File: config.mk
export PLATFORM = sky130hd
export DESIGN_NAME = mpwm_gen
export DESIGN_NICKNAME = d
export VERILOG_FILES = /design/src/rtl/mpwm_pkg.sv /design/src/rtl/mpwm_period_timer.sv /design/src/rtl/mpwm_width_split.sv /design/src/rtl/mpwm_phase_combiner.sv /design/src/rtl/mpwm_gen.sv
export SDC_FILE = /design/constraint.sdc
export NUM_CORES = 1
export LEC_CHECK = 0
export BUFFER_PORTS_ARGS = -buffer_cell sky130_fd_sc_hd__buf_2
export CAP_MARGIN = 20
export CORE_UTILIZATION = 30
export CTS_CLUSTER_DIAMETER = 120
export DETAILED_ROUTE_END_ITERATION = 8
export PLACE_DENSITY_LB_ADDON = 0.25
export SYNTH_ARGS = -nofsm -noshare
export SYNTH_HDL_FRONTEND = slang
export SYNTH_SLANG_ARGS = --single-unit
File: constraint.sdc
create_clock -name clk -period 7.57 [get_ports clk]
set_clock_uncertainty 0.15 [all_clocks]
set_input_delay 0 -clock clk [delete_from_list [all_inputs] [get_ports clk]]
set_output_delay 0 -clock clk [all_outputs]
set_load 0.05 [all_outputs]
File: src/rtl/mpwm_pkg.sv
package mpwm_pkg;

    localparam int PHASES  = 8;
    localparam int PH_BITS = $clog2(PHASES);

    typedef logic [PHASES-1:0] phase_mask_t;

    typedef enum logic [1:0] {
        SEG_IDLE = 2'd0,
        SEG_FULL = 2'd1,
        SEG_FRAC = 2'd2
    } seg_e;

    // Mask with the lowest 'cnt' phase bits set.
    function automatic phase_mask_t low_phases(input logic [PH_BITS-1:0] cnt);
        phase_mask_t m;
        for (int i = 0; i < PHASES; i++) begin
            m[i] = (i < int'(cnt));
        end
        return m;
    endfunction

endpackage

File: src/rtl/mpwm_period_timer.sv
module mpwm_period_timer #(
    parameter int PER_W = 8
) (
    input  logic             clk,
    input  logic             rst,
    input  logic [PER_W-1:0] period_cfg,
    output logic             run,
    output logic [PER_W-1:0] pos,
    output logic [PER_W-1:0] per,
    output logic             boundary
);

    // A boundary is the last cycle of a period, or any idle cycle.
    always_comb begin
        boundary = !run || (pos == per - 1'b1);
    end

    always_ff @(posedge clk) begin
        if (rst) begin
            run <= 1'b0;
            pos <= '0;
            per <= '0;
        end else if (boundary) begin
            pos <= '0;
            if (period_cfg == '0) begin
                run <= 1'b0;
                per <= '0;
            end else begin
                run <= 1'b1;
                per <= period_cfg;
            end
        end else begin
            pos <= pos + 1'b1;
        end
    end

    assert_pos_in_period_R3: assert property (@(posedge clk) disable iff (rst)
        run |-> (pos < per));

    assert_zero_period_stops_R2: assert property (@(posedge clk) disable iff (rst)
        (boundary && period_cfg == '0) |=> !run);

    assert_period_held_R10: assert property (@(posedge clk) disable iff (rst)
        (run && !boundary) |=> $stable(per));

endmodule

File: src/rtl/mpwm_width_split.sv
module mpwm_width_split
    import mpwm_pkg::*;
#(
    parameter int PER_W = 8,
    localparam int WID_W = PER_W + PH_BITS
) (
    input  logic               clk,
    input  logic               rst,
    input  logic [WID_W-1:0]   width_in,
    input  logic               width_load,
    input  logic               boundary,
    input  logic [PER_W-1:0]   period_cfg,
    output logic [PER_W-1:0]   whole_cnt,
    output logic [PH_BITS-1:0] frac_cnt
);

    logic [WID_W-1:0] pend;
    logic [WID_W-1:0] limit;
    logic             saturate;

    always_comb begin
        limit    = {period_cfg, {PH_BITS{1'b0}}};
        saturate = (pend >= limit);
    end

    always_ff @(posedge clk) begin
        if (rst) begin
            pend <= '0;
        end else if (width_load) begin
            pend <= width_in;
        end
    end

    always_ff @(posedge clk) begin
        if (rst) begin
            whole_cnt <= '0;
            frac_cnt  <= '0;
        end else if (boundary) begin
            if (saturate) begin
                whole_cnt <= period_cfg;
                frac_cnt  <= '0;
            end else begin
                whole_cnt <= pend[WID_W-1:PH_BITS];
                frac_cnt  <= pend[PH_BITS-1:0];
            end
        end
    end

    assert_split_held_R9: assert property (@(posedge clk) disable iff (rst)
        !boundary |=> ($stable(whole_cnt) && $stable(frac_cnt)));

endmodule

File: src/rtl/mpwm_phase_combiner.sv
module mpwm_phase_combiner
    import mpwm_pkg::*;
#(
    parameter int PER_W = 8
) (
    input  logic               run,
    input  logic [PER_W-1:0]   pos,
    input  logic [PER_W-1:0]   whole_cnt,
    input  logic [PH_BITS-1:0] frac_cnt,
    output phase_mask_t        phase_mask,
    output logic               full_on,
    output logic               cycle_start
);

    seg_e seg;

    always_comb begin
        if (!run) begin
            seg = SEG_IDLE;
        end else if (pos < whole_cnt) begin
            seg = SEG_FULL;
        end else if (pos == whole_cnt && frac_cnt != '0) begin
            seg = SEG_FRAC;
        end else begin
            seg = SEG_IDLE;
        end
    end

    always_comb begin
        unique case (seg)
            SEG_FULL: phase_mask = '1;
            SEG_FRAC: phase_mask = low_phases(frac_cnt);
            default:  phase_mask = '0;
        endcase
        full_on     = (seg == SEG_FULL);
        cycle_start = run && (pos == '0);
    end

endmodule

File: src/rtl/mpwm_gen.sv
module mpwm_gen
    import mpwm_pkg::*;
#(
    parameter int PER_W = 8,
    localparam int WID_W = PER_W + PH_BITS
) (
    input  logic               clk,
    input  logic               rst,
    input  logic [PER_W-1:0]   period_cfg,
    input  logic [WID_W-1:0]   width_in,
    input  logic               width_load,
    output logic [PHASES-1:0]  phase_mask,
    output logic               full_on,
    output logic               cycle_start
);

    logic               run;
    logic               boundary;
    logic [PER_W-1:0]   pos;
    logic [PER_W-1:0]   per;
    logic [PER_W-1:0]   whole_cnt;
    logic [PH_BITS-1:0] frac_cnt;

    mpwm_period_timer #(.PER_W(PER_W)) u_timer (
        .clk        (clk),
        .rst        (rst),
        .period_cfg (period_cfg),
        .run        (run),
        .pos        (pos),
        .per        (per),
        .boundary   (boundary)
    );

    mpwm_width_split #(.PER_W(PER_W)) u_split (
        .clk        (clk),
        .rst        (rst),
        .width_in   (width_in),
        .width_load (width_load),
        .boundary   (boundary),
        .period_cfg (period_cfg),
        .whole_cnt  (whole_cnt),
        .frac_cnt   (frac_cnt)
    );

    mpwm_phase_combiner #(.PER_W(PER_W)) u_comb (
        .run         (run),
        .pos         (pos),
        .whole_cnt   (whole_cnt),
        .frac_cnt    (frac_cnt),
        .phase_mask  (phase_mask),
        .full_on     (full_on),
        .cycle_start (cycle_start)
    );

    assert_mask_contiguous_R5: assert property (@(posedge clk) disable iff (rst)
        ((phase_mask & (phase_mask + 1'b1)) == '0));

    assert_saturate_no_frac_R8: assert property (@(posedge clk) disable iff (rst)
        (run && whole_cnt >= per) |-> (frac_cnt == '0));

    assert_single_start_R3: assert property (@(posedge clk) disable iff (rst)
        (cycle_start && per != 1) |=> !cycle_start);

    assert_idle_quiet_R2: assert property (@(posedge clk) disable iff (rst)
        !run |-> (phase_mask == '0 && !cycle_start));

endmodule

# Word level (Yosys, flattened, before mapping)
# Index checks and enable logic that the tools add are counted.
[word_totals]
register_bits = 39
inputBits = 22
out_inout_bits = 10
[classes]
order_cmp = 9
n_addsub = 2
eq_ne = 4
n_reduce_logical = 8
muxes = 8
[ops]
columns = ["cell", "n"]
rows = [
  ["$eq 8x8->1", 2],
  ["$logic_not 8->1", 2],
  ["$mux 8", 2],
  ["$pmux 8 s2", 1],
  ["$ge 11x11->1", 1],
  ["$lt 3x3->1 const A", 3],
  ["$add 8x1->8 const B", 1],
  ["$lt 8x8->1", 1],
  ["$sub 8x1->8 const B", 1],
  ["$lt 1x3->1 const A", 2],
  ["$lt 2x3->1 const A", 2],
  ["$mux 2", 3],
  ["$mux 3", 1],
  ["$reduce_bool 3->1", 1],
  ["$eq 2x1->1 const B", 1],
  ["$eq 2x2->1 const B", 1],
  ["$logic_and 1x1->1", 2],
  ["$reduce_or 2->1", 1],
  ["$logic_not 1->1", 1],
  ["$logic_or 1x1->1", 1],
  ["$mux 1", 1],
]

# Longest topological paths before layout
# Gate-level depths: netlist of the first run.
[depth]
word_depth = 7
ltp_mapped = 10
ltp_nobuf = 8

# By module
# A second synthesis of the first run with hierarchy kept.
[hier_totals]
cells_unflattened = 283
area_unflattened_um2 = 2423.6
[by_module_without_submodules]
columns = ["mod", "cells_each", "area_each_um2", "instances"]
rows = [
  ["mpwm_width_split", 123, 1102.3, 1],
  ["mpwm_period_timer", 107, 964.7, 1],
  ["mpwm_phase_combiner", 53, 356.6, 1],
]

# Worst setup path after synthesis of the first run
# No wires, ideal clock.
[synth_path]
kind = "register to output"
start = "register u_timer.pos[5]"
end = "output port cycle_start"
stages_incl_launch_ff = 4
slack_ps = 4943
required_ps = 7420
t_arrival_ps = 2477
cell_sequence = "dfxtp_1 -> clkbuf_1 -> or4_1 -> nor4_1"
[synth_via]
elab_chain_cells = 2
[synth_rtl]
columns = ["item", "line", "rtl"]
rows = [
  ["start, declared", "mpwm_period_timer.sv:8", "output logic [PER_W-1:0] pos,"],
  ["start signal, assigned", "mpwm_period_timer.sv:33", "pos <= pos + 1'b1;"],
  ["$logic_not 8->1", "mpwm_phase_combiner.sv:36", "cycle_start = run && (pos == '0);"],
  ["$logic_and 1x1->1", "mpwm_phase_combiner.sv:36", ""],
  ["end, declared", "mpwm_gen.sv:14", "output logic cycle_start"],
]
# Every way passes these cells.

# Worst setup path after layout of the first run
[layout_path]
start = "register u_timer.per[0]"
end = "register u_timer.pos[7]"
[layout_via]
elab_chain_cells = 4
[layout_rtl]
columns = ["item", "line", "rtl"]
rows = [
  ["start, declared", "mpwm_period_timer.sv:9", "output logic [PER_W-1:0] per,"],
  ["start signal, assigned", "mpwm_period_timer.sv:30", "per <= period_cfg;"],
  ["$sub 8x1->8", "mpwm_period_timer.sv:15", "boundary = !run || (pos == per - 1'b1);"],
  ["$eq 8x8->1", "mpwm_period_timer.sv:15", ""],
  ["$logic_or 1x1->1", "mpwm_period_timer.sv:15", ""],
  ["$reduce_or 2->1 (no line)", "-", ""],
]
# Every way passes these cells.
# A chain may end at the register's enable or synchronous reset.

==> run_results.csv, run 1 <==
group,metric,value,unit
outcome,status,"finished, final reports clean",
floorplan,die_h,90.8,um
synthesis,synth_most_common_cell,"dfxtp_1",
cts,path_clk_slew,0.08,ns
cells_and_area,area_growth,21.0,%
timing,tightestPinTransition,1.03,ns
cts,htree_num_levels,2,
hold_path,hold_depth,3,
floorplan,dieArea,8250,um2
synthesis,ys_seq_elements,39,
floorplan,io_pins,32,
global_routing,antenna_found_initial,0,
cts,cts.sinks,39,
pwr,ir_worst_vdd,0.0998,mV
synthesis,async_flop_share,0,%
pwr,pwr_density_cell,169,nW/um2
cts,postCtsHoldBufs,19,
cts,post_cts_buffers,0,
worst_setup_path,crit_cells,6,
synthesis,synth.top_cell.area_share,33.0,%
timing,fmax,0.331,GHz
global_routing,track_usage,15.0,%
synthesis,yosys.area.top_type,"dfxtp_1",
floorplan,rows,32,
synthesis,synth_edf_count,0,
cts,worstSkewPairLatency,0.29,ns
global_routing,overflow,0,
hold_path,hold_path.class,"in2reg",
timing,finalCritPeriodShare,39.9,%
worst_setup_path,crit_chain,"or4_4 > o221a_1 > a311oi_2 > a2111o_1 > nand2_2 > nor3_1",
worst_setup_path,cp.required,7.63,ns
placed_design,numPortBuffers,31,
timing,finalHoldViolations,0,
synthesis,yosysWarnings,0,
timing,finalMaxSlewViolations,0,
synthesis,synth_cells,274,
worst_setup_path,crit_slowest_cell,"a2111o_1",
timing,min_period,3.02,ns
cts,cts_buffer_depth,2,
timing,rsz0062_at_grt,"false",
cells_and_area,drive_gt1_share,16.3,%
placed_design,routabilityCongestion,0.768,
synthesis,yosys_most_used_dff,"dfxtp_1",
synthesis,ys_seq_area_share,33.0,%
worst_setup_path,path_class,"reg2reg",
cells_and_area,antenna_cells,0,
floorplan,core,7690,um2
cts,clockRootBuffer,"clkbuf_8",
routing,remaining_drc_errors,0,
floorplan,die_x,90.8,um
cells_and_area,fin_nets,360,
timing,max_slew_margin,31.4,%
worst_setup_path,crit_family,"compound AO/OA/AOI/OAI gates",
timing,setup_tns,0,ns
worst_setup_path,slowest_delay,0.77,ns
routing,num_vias,2104,
job,maxCapViolCount,0,
worst_setup_path,endpoint_kind,"flip-flop",
routing,drtIter0Drc,88,
synthesis,synth.cell_area,2370,um2
routing,routedWlPerCell,13.7,um
synthesis,synth_cell_types,47,
cts,cts.repair.resized,0,
worst_setup_path,arrival,3.08,ns
global_routing,grt_pass1_vias,2043,
routing,first_pass_iters,4,
worst_setup_path,startpoint_type,"flip-flop",
worst_setup_path,cp_max_fo,19,
synthesis,synth_area_leaders,"dfxtp_1 33%, ha_1 10%, mux2i_1 4.7%",
cts,cts-buffers-inserted,5,
timing,holdWs,0.00909,ns
synthesis,syn_nets,315,
timing,setup_viol,0,
pwr,leakagePower,1.23,nW
global_routing,grt_max_degree,38,
placed_design,dp_hpwl,4270,um
routing,antenna_left,0,
routing,vias_per_cell,4.99,
synthesis,syn_avg_cell_area,8.64,um2
floorplan,start_util,30.8,%
worst_setup_path,path_buf_inv,0,
routing,wirelength,5770,um
worst_setup_path,reg2reg_depth,6,
synthesis,ys_top_cells_by_count,"39 x dfxtp_1, 27 x inv_1, 23 x nor2_1",
cts,cts_tree,"built",
global_routing,grt_pass1_wl,9870,um
==> final cells by class <==
class,count,area (um2)
multi-input combinational,195,1420
sequential,39,781
fill,804,4820
inverter,27,101
clock buffer,6,72.6
tap,102,128
timing repair buffer,51,353
clock inverter,2,12.5
==> registers in the layout (all words and copies together) (netlist names) <==
signal / cells
u_split.pend: 11
u_split.whole_cnt: 8
u_timer.per: 8
u_timer.pos: 8
u_split.frac_cnt: 3
u_timer.run: 1
==> where the power goes <==
part	internal [mW]	switching (mW)
registers	0.215	0.0114
logic	0.0468	0.0718
clock network	0.0644	0.0755
total	0.327	0.159
==> cell families (layout without fill, tap and decap cells) <==
logic type                 after synthesis  after routing  synth area share, %
muxes                                   11             11                 4.65
adders and majority gates               19             19                 10.0
buffers and inverters                   40             86                 7.19
xor gates and xnor gates                16             16                 5.92
and+or+nand+nor                         87             87                 18.8
DFF                                     39             39                 33.0
AOI/OAI and AO/OA                       62             62                 20.4
==> cells in the final DEF, fill, tap and decap left out, drive strengths merged, types with 2 or more instances in the layout <==
cell type    instances
buf                 32
mux2i               11
xor2                 8
clkbuf               6
nor3                 9
nor2                24
or4                  2
o211ai               4
nand2               11
and3                 3
a21o                 2
nor2b                3
nand4                3
ha                  19
inv                 27
o21ai               14
o21a                 3
a31oi                2
xnor2                8
nor4                 5
a221oi               7
a211oi               7
a21oi               14
nand3               21
dfxtp               39
dlygate4sd3         19
==> tightest hold or removal path, cell delays in order <==
cell and delay [ns]:
buf_2 0.20, mux2i_1 0.15, nor2_1 0.07
==> worst paths after layout <==
check	start	endpoint	slack, ns
min reg2reg	u_split.whole_cnt[7]	u_split.whole_cnt[7]	0.33
min	width_load	u_split.pend[8]	0.009
max reg2reg	u_timer.per[0]	u_timer.pos[7]	4.55
max	u_timer.per[0]	u_timer.pos[7]	4.55
==> layer usage <==
layer,vias up,wire length (um),global-route usage [%]
met1,996,2800,19.1
met5,-,0,0
li1,1076,-,-
met2,32,2810,26.1
met4,0,0,3.57
met3,0,158,2.78
==> stage by stage <==
step / util [%] / area, um2 / setup WS [ns] / std cells / total power, mW
2_1_floorplan: - / 2370 / 4.94 / 274 / 0.315
3_3_place_gp: 33.7 / 2590 / 4.68 / 395 / 0.342
3_5_place_dp: 33.7 / 2590 / 4.58 / 395 / 0.343
4_1_cts: 37.3 / 2860 / 4.55 / 422 / 0.491
5_1_grt: 37.3 / 2860 / 4.28 / 422 / 0.513
6_report: 37.3 / 2860 / 4.55 / 422 / 0.485
(Power assumes the default switching activity.)
==> run 2, diff against run 1 <==
--- a/config.mk
+++ b/config.mk
@@ -5,6 +5,7 @@
 export SDC_FILE = /design/constraint.sdc
 export NUM_CORES = 1
 export LEC_CHECK = 0
+export ABC_AREA = 1
 export BUFFER_PORTS_ARGS = -buffer_cell sky130_fd_sc_hd__buf_2
 export CAP_MARGIN = 20
 export CORE_UTILIZATION = 30
==> constraint.sdc (replaced) <==
create_clock -name clk -period 2.9 [get_ports clk]
set_clock_uncertainty 0.15 [all_clocks]
set_input_delay 0 -clock clk [delete_from_list [all_inputs] [get_ports clk]]
set_output_delay 0 -clock clk [all_outputs]
set_load 0.05 [all_outputs]
==> run 2 against run 1 <==
Against the previous run:
- first-iteration DRC count increased by 27%
- routed wire length increased by 8.6%
- critical path type unchanged
- non-clock buffer count increased by 15
- clock-buffer cell count increased by 1
- largest cell class unchanged
- synthesized cell count increased by 37%
- sequential power increased to 2.6 times the previous value
- die area increased by 7.8%
- critical path depth increased by 7
- cell area increased by 11%
- highest routed layer is now met4
==> run_results.csv, run 2 <==
group,metric,value,unit
hold_path,hold_depth,3,
worst_setup_path,cp_max_fo,12,
pwr,ir_worst_vdd,0.212,mV
global_routing,grt_max_degree,38,
pwr,pwr_density_cell,436,nW/um2
timing,setup_ws,0.311,ns
routing,antenna_left,0,
cells_and_area,layout_commonest_cell,"nand2_1",
pwr,p_total,1.38,mW
synthesis,synth.top_cell.area_share,30.6,%
synthesis,synth_edf_count,0,
cts,clockRootBuffer,"clkbuf_8",
timing,finalCritPeriodShare,89.3,%
synthesis,synth_cell_types,29,
timing,rsz0062_at_grt,"false",
cells_and_area,fin_nets,474,
routing,drtIter0Drc,112,
cts,cts.sinks,39,
worst_setup_path,crit_slowest_cell,"dlygate4sd3_1",
worst_setup_path,cp.required,2.93,ns
job,maxCapViolCount,0,
cells_and_area,drive_gt1_share,13.8,%
placed_design,routabilityCongestion,0.788,
synthesis,yosys.area.top_type,"dfxtp_1",
hold_path,hold_path_end,"u_split.pend[3]",
placed_design,dp_hpwl,4390,um
global_routing,grt_pass1_wl,10300,um
worst_setup_path,startpoint_type,"flip-flop",
routing,num_vias,2501,
placed_design,numPortBuffers,31,
cells_and_area,layout_common_cells,"75 x nand2_1, 51 x nor2_1, 45 x inv_1, 39 x dfxtp_1, 31 x buf_2",
timing,setup_tns,0,ns
synthesis,syn_nets,416,
worst_setup_path,crit_family,"simple AND/OR/NAND/NOR gates",
timing,max_slew_margin,39.7,%
synthesis,ys_top_cells_by_count,"75 x nand2_1, 51 x nor2_1, 45 x inv_1",
routing,routedWlPerCell,11.6,um
synthesis,syn_avg_cell_area,6.81,um2
worst_setup_path,r2r-start,"u_timer.per[0]",
routing,wirelength,6270,um
global_routing,antenna_found_initial,0,
routing,vias_per_cell,4.64,
hold_path,hp-start,"width_load",
synthesis,ys_seq_area_share,30.6,%
cts,cts_buffer_depth,2,
synthesis,ys_seq_elements,39,
floorplan,start_util,31.1,%
timing,finalHoldViolations,0,
worst_setup_path,reg2reg_slack,0.31,ns
worst_setup_path,crit_cells,13,
worst_setup_path,endpoint_kind,"flip-flop",
worst_setup_path,arrival,2.61,ns
floorplan,die_h,94.3,um
timing,min_period,2.59,ns
cts,cts-buffers-inserted,5,
cts,htree_num_levels,2,
global_routing,overflow,0,
routing,first_pass_iters,4,
worst_setup_path,worstReg2RegEnd,"u_timer.run",
floorplan,die_x,94.3,um
routing,remaining_drc_errors,0,
cts,path_clk_slew,0.08,ns
global_routing,grt_pass1_vias,2289,
timing,tightestPinTransition,0.903,ns
pwr,leakagePower,1.52,nW
outcome,status,"finished, final reports clean",
synthesis,synth_most_common_cell,"nand2_1",
cts,worstSkewPairLatency,0.29,ns
timing,setup_viol,0,
synthesis,yosysWarnings,0,
floorplan,core,8220,um2
floorplan,dieArea,8890,um2
worst_setup_path,path_buf_inv,3,
cells_and_area,largest-register,"u_split.pend",
synthesis,synth_cells,375,
synthesis,synth.cell_area,2550,um2
worst_setup_path,path_class,"reg2reg",
timing,finalMaxSlewViolations,0,
cts,cts_tree,"built",
floorplan,rows,33,
synthesis,synth_area_leaders,"dfxtp_1 31%, nand2_1 11%, ha_1 9.3%",
global_routing,track_usage,14.6,%
worst_setup_path,slowest_delay,0.56,ns
timing,fmax,0.386,GHz
placed_design,preCtsSetupSlack,0.589,ns
worst_setup_path,crit_chain,"inv_2 > ha_1 > inv_1 > nand2_1 > nand2_1 > nand2_1 > nor2_1 > nand3_1 > nor2_2 > nand3_4 > nand2_4 > a21oi_1 > dlygate4sd3_1",
cells_and_area,antenna_cells,0,
cells_and_area,largest_reg_flops,11,
hold_path,hold_path.class,"in2reg",
cells_and_area,area_growth,24.0,%
floorplan,io_pins,32,
synthesis,yosys_most_used_dff,"dfxtp_1",
cells_and_area,fillers,860,
worst_setup_path,reg2reg_depth,13,
worst_setup_path,path_common_cell,"nand2_1",
synthesis,async_flop_share,0,%
[run 2: changes by cell type after synthesis, moves of 11 or more]
cell	previous run	this run
inv_1	27	45
mux2i_1	11	0
nor2_1	23	51
nand2_1	10	75
nand4_1	3	14
a21oi_1	14	29
[run 2: layout make-up]
class | count | area (um2) | area share (%)
clock inverter | 1 | 7.51 | 0.237
sequential | 39 | 781 | 24.6
clock buffer | 7 | 96.3 | 3.04
tap | 105 | 131 | 4.15
multi-input combinational | 275 | 1490 | 47.1
inverter | 46 | 173 | 5.45
timing repair buffer | 66 | 488 | 15.4
[run 2: worst min-delay path: stages]
cell and delay, ns:
buf_2 0.15, inv_1 0.20, a21oi_1 0.17
[run 2: cell families (layout without fill, tap and decap cells)]
group | after synthesis | count (layout) | synth area share, %
and+or+nand+nor | 193 | 194 | 34.2
AOI/OAI and AO/OA | 51 | 51 | 10.2
DFF | 39 | 39 | 30.6
buffers and inverters | 62 | 120 | 11.7
xor gates and xnor gates | 11 | 11 | 4.06
adders and majority gates | 19 | 19 | 9.30
[run 2: stage by stage]
step           hold WS [ns]  util [%]  instances  area (um2)
4_1_cts               0.105      37.8        532        3110
6_report              0.112      38.6        539        3170
3_3_place_gp         0.0693      33.2        496        2720
5_1_grt               0.149      38.6        539        3170
3_5_place_dp         0.0780      33.2        496        2720
2_1_floorplan       -0.0183         -        375        2550
[run 2: power breakdown]
group	leakage (nW)	total [mW]	internal, mW	switching (mW)
clock network	0.0505	0.414	0.217	0.197
registers	0.322	0.595	0.567	0.0279
logic	1.14	0.373	0.139	0.234
[run 2: layer usage]
metal,vias to the layer above,global-route usage [%],wire length [um],part of all wire (%)
li1,1339,-,-,-
met1,1111,18.6,3000,48
met2,47,25.4,3040,49
met3,4,2.67,191,3.0
met4,0,3.08,34,0.54
met5,-,0,0,0
[run 2: timing repair]
action	CTS	global route
hold buffers	28	0
hold endpoints to repair	36	0
buffers inserted	0	6
gates resized for setup	0	1
setup endpoints to repair	0	1
[run 2: how the worst max path moves through the flow]
| stage | start | to |
|---|---|---|
| 3_3_place_gp | u_timer.per[0] | u_split.frac_cnt[0] |
| 6_report | u_timer.per[0] | u_timer.run |
| 4_1_cts | u_timer.per[0] | u_timer.run |
| 3_5_place_dp | u_timer.per[0] | u_split.frac_cnt[0] |
| 5_1_grt | u_timer.per[0] | u_timer.run |
| 2_1_floorplan | u_timer.pos[7] | phase_mask[1] |
